`src/rtl/tc_pkg.sv`:
```
package tc_pkg;

    typedef struct packed {
        logic rd;
        logic wr;
    } tc_perm_t;

    typedef enum logic {
        NEED_READ  = 1'b0,
        NEED_WRITE = 1'b1
    } tc_need_e;

    // Permission derived purely from the held count against the system total.
    function automatic tc_perm_t perm_of(input int unsigned held, input int unsigned total);
        tc_perm_t p;
        p.rd = (held != 0);
        p.wr = (held == total);
        return p;
    endfunction

    function automatic logic need_met(input tc_need_e need, input int unsigned held,
                                      input int unsigned total);
        tc_perm_t p;
        p = perm_of(held, total);
        return (need == NEED_WRITE) ? p.wr : p.rd;
    endfunction

endpackage

```
`src/rtl/tc_tx_gate.sv`:
```
module tc_tx_gate #(
    parameter int NUM_LINES = 4,
    parameter int LW = 2,
    parameter int CW = 3
) (
    input  logic          give_valid,
    input  logic [LW-1:0] give_line,
    input  logic [CW-1:0] give_count,
    input  logic [CW-1:0] held [NUM_LINES],
    input  logic          tx_ready,
    output logic          tx_valid,
    output logic          give_ready,
    output logic [NUM_LINES-1:0] sub_en
);
    logic enough;

    always_comb begin
        enough     = (give_count != '0) && (held[give_line] >= give_count);
        tx_valid   = give_valid && enough;
        give_ready = tx_valid && tx_ready;
        for (int i = 0; i < NUM_LINES; i++) begin
            sub_en[i] = give_ready && (give_line == LW'(i));
        end
    end
endmodule

```
`src/rtl/tc_line_slot.sv`:
```
module tc_line_slot
    import tc_pkg::*;
#(
    parameter int TOKENS = 4,
    parameter int TIMEOUT = 16,
    parameter int CW = 3,
    parameter int TW = 5
) (
    input  logic          clk,
    input  logic          rst,
    input  logic          add_en,
    input  logic [CW-1:0] add_cnt,
    input  logic          sub_en,
    input  logic [CW-1:0] sub_cnt,
    input  logic          miss_en,
    input  logic          miss_write,
    output logic [CW-1:0] held,
    output tc_perm_t      perm,
    output logic          persist
);
    logic [CW-1:0] held_q, held_n;
    logic [CW:0]   sum;
    logic          pend_q, pend_n;
    tc_need_e      need_q, need_n;
    logic [TW-1:0] timer_q, timer_n;
    logic          pulse_q, pulse_n;

    always_comb begin
        sum = {1'b0, held_q}
            + (add_en ? {1'b0, add_cnt} : '0)
            - (sub_en ? {1'b0, sub_cnt} : '0);
        held_n = (sum > (CW+1)'(TOKENS)) ? CW'(TOKENS) : sum[CW-1:0];

        if (miss_en) begin
            need_n = (miss_write || (pend_q && need_q == NEED_WRITE)) ? NEED_WRITE : NEED_READ;
        end else begin
            need_n = need_q;
        end
        pend_n = (pend_q || miss_en) && !need_met(need_n, int'(held_n), TOKENS);

        pulse_n = 1'b0;
        if (!pend_n || !pend_q) begin
            timer_n = '0;
        end else if (timer_q < TW'(TIMEOUT)) begin
            timer_n = timer_q + 1'b1;
            pulse_n = (timer_n == TW'(TIMEOUT));
        end else begin
            timer_n = timer_q;
        end
    end

    always_ff @(posedge clk) begin
        if (rst) begin
            held_q  <= '0;
            pend_q  <= 1'b0;
            need_q  <= NEED_READ;
            timer_q <= '0;
            pulse_q <= 1'b0;
        end else begin
            held_q  <= held_n;
            pend_q  <= pend_n;
            need_q  <= need_n;
            timer_q <= timer_n;
            pulse_q <= pulse_n;
        end
    end

    assign held    = held_q;
    assign perm    = perm_of(int'(held_q), TOKENS);
    assign persist = pulse_q;
endmodule

```
`src/rtl/tc_perm_ctrl.sv`:
```
module tc_perm_ctrl
    import tc_pkg::*;
#(
    parameter int NUM_LINES = 4,
    parameter int TOKENS = 4,
    parameter int TIMEOUT = 16,
    localparam int LW = (NUM_LINES > 1) ? $clog2(NUM_LINES) : 1,
    localparam int CW = $clog2(TOKENS + 1)
) (
    input  logic                 clk,
    input  logic                 rst,
    input  logic                 rx_valid,
    input  logic [LW-1:0]        rx_line,
    input  logic [CW-1:0]        rx_count,
    input  logic                 give_valid,
    input  logic [LW-1:0]        give_line,
    input  logic [CW-1:0]        give_count,
    output logic                 give_ready,
    output logic                 tx_valid,
    output logic [LW-1:0]        tx_line,
    output logic [CW-1:0]        tx_count,
    input  logic                 tx_ready,
    input  logic                 miss_valid,
    input  logic [LW-1:0]        miss_line,
    input  logic                 miss_write,
    output logic [NUM_LINES-1:0] rd_ok,
    output logic [NUM_LINES-1:0] wr_ok,
    output logic [NUM_LINES-1:0] persist_start
);
    localparam int TW = $clog2(TIMEOUT + 1);

    logic [CW-1:0]        line_cnt [NUM_LINES];
    logic [NUM_LINES-1:0] sub_en;

    tc_tx_gate #(.NUM_LINES(NUM_LINES), .LW(LW), .CW(CW)) u_gate (
        .give_valid (give_valid),
        .give_line  (give_line),
        .give_count (give_count),
        .held       (line_cnt),
        .tx_ready   (tx_ready),
        .tx_valid   (tx_valid),
        .give_ready (give_ready),
        .sub_en     (sub_en)
    );

    assign tx_line  = give_line;
    assign tx_count = give_count;

    for (genvar i = 0; i < NUM_LINES; i++) begin : g_line
        tc_perm_t p;
        tc_line_slot #(.TOKENS(TOKENS), .TIMEOUT(TIMEOUT), .CW(CW), .TW(TW)) u_slot (
            .clk        (clk),
            .rst        (rst),
            .add_en     (rx_valid && (rx_line == LW'(i))),
            .add_cnt    (rx_count),
            .sub_en     (sub_en[i]),
            .sub_cnt    (give_count),
            .miss_en    (miss_valid && (miss_line == LW'(i))),
            .miss_write (miss_write),
            .held       (line_cnt[i]),
            .perm       (p),
            .persist    (persist_start[i])
        );
        assign rd_ok[i] = p.rd;
        assign wr_ok[i] = p.wr;
    end
endmodule

```
`config.mk`:
```
export PLATFORM = sky130hd
export DESIGN_NAME = tc_perm_ctrl
export DESIGN_NICKNAME = d
export VERILOG_FILES = /design/src/rtl/tc_pkg.sv /design/src/rtl/tc_tx_gate.sv /design/src/rtl/tc_line_slot.sv /design/src/rtl/tc_perm_ctrl.sv
export SDC_FILE = /design/constraint.sdc
export NUM_CORES = 1
export LEC_CHECK = 0
export BUFFER_PORTS_ARGS = -buffer_cell sky130_fd_sc_hd__buf_2
export CAP_MARGIN = 15
export CORE_MARGIN = 2
export CORE_UTILIZATION = 60
export CTS_BUF_LIST = sky130_fd_sc_hd__clkbuf_4 sky130_fd_sc_hd__clkbuf_8
export CTS_CLUSTER_DIAMETER = 80
export DETAILED_ROUTE_END_ITERATION = 12
export MAX_ROUTING_LAYER = met4
export PLACE_DENSITY_LB_ADDON = 0.3
export SYNTH_ARGS = -nofsm -noshare
export SYNTH_HDL_FRONTEND = slang
export SYNTH_SLANG_ARGS = --single-unit
```
`constraint.sdc`:
```
create_clock -name clk -period 9.75 [get_ports clk]
set_input_delay 1.95 -clock clk [delete_from_list [all_inputs] [get_ports clk]]
set_output_delay 1.95 -clock clk [all_outputs]
set_load 0.005 [all_outputs]
```
* After elaboration in Yosys (flattened, before gate mapping)
Index checks and enable logic that the tools add are counted.
Storage, ports and cells: register bits after elaboration 44, input port bits 19, output and inout port bits 19
Operators by class: $add $sub $neg 12, magnitude comparators 10, equality and inequality tests 21, mux-type cells 27, bitwise operators 5, reductions and logical operators 67
Operators with widths (count):
- $mux 3 | 14
- $reduce_bool 3->1 | 9
- $eq 3x3->1 const B | 8
- $logic_and 1x1->1 | 23
- $add 5x1->5 const B | 4
- $eq 5x5->1 const B | 4
- $lt 5x5->1 const B | 4
- $add 3x4->4 | 4
- $gt 4x3->1 const B | 4
- $sub 4x4->4 | 4
- $eq 2x2->1 const B | 6
- $logic_not 1->1 | 12
- $logic_or 1x1->1 | 12
- $mux 1 | 12
- $reduce_or 3->1 | 4
- $reduce_or 2->1 | 4
- $bmux 3 s2 | 1
- $eq 2x1->1 const B | 3
- $logic_not 2->1 | 3
- $not 1->1 | 4
- $ge 3x3->1 | 1
- $ge 3x3->1 const B | 1
- $not 2->3 | 1

* Logic depth before layout (Yosys ltp)
depth in word-level cells 20, depth in mapped cells 18

* By module
Synthesis repeated with hierarchy kept, for this count alone.
Second synthesis, totals: cell total of the unflattened synthesis 348, area, all modules 3281.9 um^2
By module, submodules not included:
- tc_line_slot at g_line[1].u_slot ... | instances 2, cells each 78, area each 748.2 um^2
- tc_line_slot at g_line[3].u_slot | instances 1, cells each 78, area each 737.0 um^2
- tc_line_slot at g_line[0].u_slot | instances 1, cells each 78, area each 733.2 um^2
- tc_tx_gate | instances 1, cells each 23, area each 202.7 um^2
- tc_perm_ctrl | instances 1, cells each 13, area each 112.6 um^2

* Worst setup path before layout
Ideal clock, no wire load.
path type input port to output port, start point input port give_line[0], end point output port give_ready, arrival 3809 ps, required time 7800 ps, path slack 3991 ps, cell stages on the path 9, buffers on the path 2, path through clkbuf_1 mux4_2 inv_1 ha_1 nand2b_1 a21o_1 a21o_1 clkbuf_1 nor3b_1
On the way: longest elaborated chain between the ends 8
RTL lines:
- start: declaration | RTL line tc_perm_ctrl.sv:16 | input logic [LW-1:0] give_line,
- $not 2->3 (not written as such) | RTL line tc_tx_gate.sv:18 | enough = (give_count != '0) && (held[give_line] >= give_count);
- $bmux 3 s2 | RTL line tc_tx_gate.sv:18
- $mux 3 (not written as such) (2 in series) | RTL line tc_tx_gate.sv:18
- $ge 3x3->1 | RTL line tc_tx_gate.sv:18
- $logic_and 1x1->1 | RTL line tc_tx_gate.sv:18
- $logic_and 1x1->1 | RTL line tc_tx_gate.sv:19 | tx_valid = give_valid && enough;
- $logic_and 1x1->1 | RTL line tc_tx_gate.sv:20 | give_ready = tx_valid && tx_ready;
- end: declaration | RTL line tc_perm_ctrl.sv:18 | output logic give_ready,
No other way between the ends. The select of a mux whose other input is x is not followed.

* Final worst setup path
start point input port give_line[0], end point output port tx_valid
On the way: longest elaborated chain between the ends 7
RTL lines:
- $not 2->3 (not written as such) | RTL line tc_tx_gate.sv:18
- $bmux 3 s2 | RTL line tc_tx_gate.sv:18
- $mux 3 (not written as such) (2 in series) | RTL line tc_tx_gate.sv:18
- $ge 3x3->1 | RTL line tc_tx_gate.sv:18
- $logic_and 1x1->1 | RTL line tc_tx_gate.sv:18
- $logic_and 1x1->1 | RTL line tc_tx_gate.sv:19
- end: declaration | RTL line tc_perm_ctrl.sv:19 | output logic tx_valid,
No other way between the ends. The select of a mux whose other input is x is not followed.

==> flow_metrics.env <==
export IMPL_gp_congestion=0.992
export IMPL_async_reset_ff_share_pct=0
export IMPL_post_route_period_util_pct=59.9
export IMPL_path_cells="buf_2 -> mux4_2 -> inv_1 -> ha_1 -> nand2b_1 -> a21o_1 -> a21o_1 -> and3b_1 -> buf_2"
export IMPL_critPathKind="in2out"
export IMPL_final_common_cell="dfxtp_1"
export IMPL_gr_total_overflow=0
export IMPL_fmax_ghz=0.171
export IMPL_fp_dieArea_um2=5580
export IMPL_initial_utilization_pct=62.7
export IMPL_multi_input_area_um2=1890
export IMPL_antenna_found_initial=0
export IMPL_ys_flop_type="dfxtp_1"
export IMPL_worstPathArrival_ps=3890
export IMPL_wirelength_mm=5.65
export IMPL_setup_viol=0
export IMPL_use_met1_pct=30.0
export IMPL_ys_seq_elements=44
export IMPL_cts_sinks=44
export IMPL_finClkSkew_ps=3.98
export IMPL_fin_crit_ps=5840
export IMPL_layout_area_seq_um2=881
export IMPL_cp_depth=9
export IMPL_r2r_end="g_line[3].u_slot.timer_q[4]"
export IMPL_core_area_um2=4790
export IMPL_layoutNonFillerInstCount=416
export IMPL_grt_pass1_vias=2142
export IMPL_min_path_type="reg2reg"
export IMPL_hold_viol=0
export IMPL_synthCells=320
export IMPL_power_density_nw_per_um2=164
export IMPL_track_usage_pct=22.9
export IMPL_r2r_cells=13
export IMPL_cp_slowest_cell="mux4_2"
export IMPL_postCtsHoldBufs=0
export IMPL_synthToLayoutAreaGrowth_pct=8.43
export IMPL_ant_nets=0
export IMPL_drtIter0Drc=91
export IMPL_die_y_um=74.7
export IMPL_status="finished, final reports clean"
export IMPL_clock_root_buffer="clkbuf_8"
export IMPL_ios=38
export IMPL_cp_start_kind="input pin"
export IMPL_clk_path_buf_depth=2
export IMPL_cp_startpoint="give_line[0]"
export IMPL_die_w_um=74.7
export IMPL_grt_pass1_wl_mm=9.58
export IMPL_htree_levels=2
export IMPL_reg2reg_from="g_line[3].u_slot.held[0]"
export IMPL_grt_setup_unrepaired="false"
export IMPL_place_hpwl_mm=4.43
export IMPL_slew_violations=0
export IMPL_portBuffers=37
export IMPL_dp_cells=409
export IMPL_utilization_pct=67.9
export IMPL_grt_busiest_layer="met2"
export IMPL_grt_max_degree=27
export IMPL_grt_use_met3_pct=3.88
export IMPL_synth_cell_type_count=45
export IMPL_post_cts_resized=0
export IMPL_cts_tree="yes"
export IMPL_drive_gt1_share_pct=18.3
export IMPL_wire_per_inst_um=13.6
export IMPL_worstHoldStart="g_line[3].u_slot.need_q"
export IMPL_synth_area_um2=3000
export IMPL_max_stage_delay_ps=520
export IMPL_cp_top_family="multiplexers"
export IMPL_numCtsBuffers=5
export IMPL_nets=407
export IMPL_relSlewSlack_pct=64.8
export IMPL_endpoint_kind="output port"
export IMPL_yosysWarnings=0
export IMPL_syn_nets=378
export IMPL_critPathMaxFanout=14
export IMPL_syn_area_per_cell_um2=9.37
export IMPL_rows=25
export IMPL_clock_latency_ps=290
export IMPL_fillers=389
export IMPL_n_antenna_cell=0
export IMPL_required_ps=7800
export IMPL_cts_setup_buffers=0
export IMPL_firstDrtPassIters=4
export IMPL_drc_errors=0
export IMPL_power_leakage_nw=1.39
export IMPL_synth_edf_count=0
export IMPL_fin_tns_setup_ps=0
export IMPL_peakVddDrop_mv=0.0921
export IMPL_final_cell_mix="dfxtp_1 (44), buf_2 (37), inv_1 (35)"
export IMPL_grt_util_met2_pct=36.1
export IMPL_cp_num_buf_inv=3
export IMPL_ys_seq_area_share_pct=29.4
export IMPL_drv_cap=0
export IMPL_path_clk_slew_ps=80
export IMPL_vias=2282
export IMPL_viasPerCell=5.49
export IMPL_worst_pin_slew_ps=528
export IMPL_critPathCapture="tx_valid"
export IMPL_r2r_slack_ps=5760
[kinds of logic after synthesis]
family	share of synthesized area, %
simple gates	27.9
buf+inv	7.63
flops	29.4
fa+ha+maj	19.3
compound gates	7.59
xor+xnor	4.67
mux	3.59
[registers in the layout, indices dropped and copies added (netlist names)]
name / cells
g_line.u_slot.timer_q: 20
g_line.u_slot.held: 12
g_line.u_slot.pend_q: 4
g_line.u_slot.persist: 4
g_line.u_slot.need_q: 4
[cell type report]
cell class | instances | area share (%)
Tap cell | 67 | 2.58
Sequential cell | 44 | 27.1
Clock inverter | 1 | 0.154
Clock buffer | 6 | 2.35
Multi-Input combinational cell | 226 | 58.1
Inverter | 35 | 4.04
Timing Repair Buffer | 37 | 5.69
[per-layer routing]
layer,vias up,part of all wire [%]
met5,-,0
met4,0,1.9
met3,12,3.5
met2,47,46
met1,1052,49
li1,1171,-
[power by group]
part | switching, mW | total, mW | internal, mW
clock network | 0.0562 | 0.108 | 0.0515
logic | 0.130 | 0.220 | 0.0896
registers | 0.0132 | 0.204 | 0.191
[tightest hold or removal path: cells and delay by family, from the launching register on]
kind            cells  cell delay (ps)
flops               1              310
compound gates      2              120
[worst min path at each step]
stage                               to  slack [ps]  cells past startpoint
2_1_floorplan  g_line[0].u_slot.need_q         450                      2
3_3_place_gp   g_line[0].u_slot.need_q         460                      2
3_5_place_dp   g_line[3].u_slot.need_q         470                      2
4_1_cts        g_line[3].u_slot.need_q         480                      2
5_1_grt        g_line[1].u_slot.need_q         510                      2
6_report       g_line[3].u_slot.need_q         480                      2
[Yosys cell counts (all sizes together), types with 8 or more instances]
master | number | area [um^2]
fa | 12 | 240
ha | 27 | 338
inv | 35 | 131
nor3b | 9 | 67.6
nand3 | 14 | 75.1
and3 | 13 | 81.3
dfxtp | 44 | 881
buf | 11 | 82.6
xnor2 | 9 | 78.8
a21oi | 8 | 40.0
nor2 | 13 | 63.8
nand2 | 8 | 30.0
nor2b | 8 | 50.1
and2 | 8 | 50.1
nor3 | 27 | 135
[through the flow]
stage               hold WS (ps)  cell area (um^2)  setup WS [ps]  power, mW
floorplan                    448              3000           3990      0.367
global placement             462              3170           3960      0.421
detailed placement           473              3170           3910      0.426
CTS                          485              3250           3920      0.535
global route                 514              3250           3790      0.571
finish                       482              3250           3910      0.532
Power figures use the tool's default switching activity.
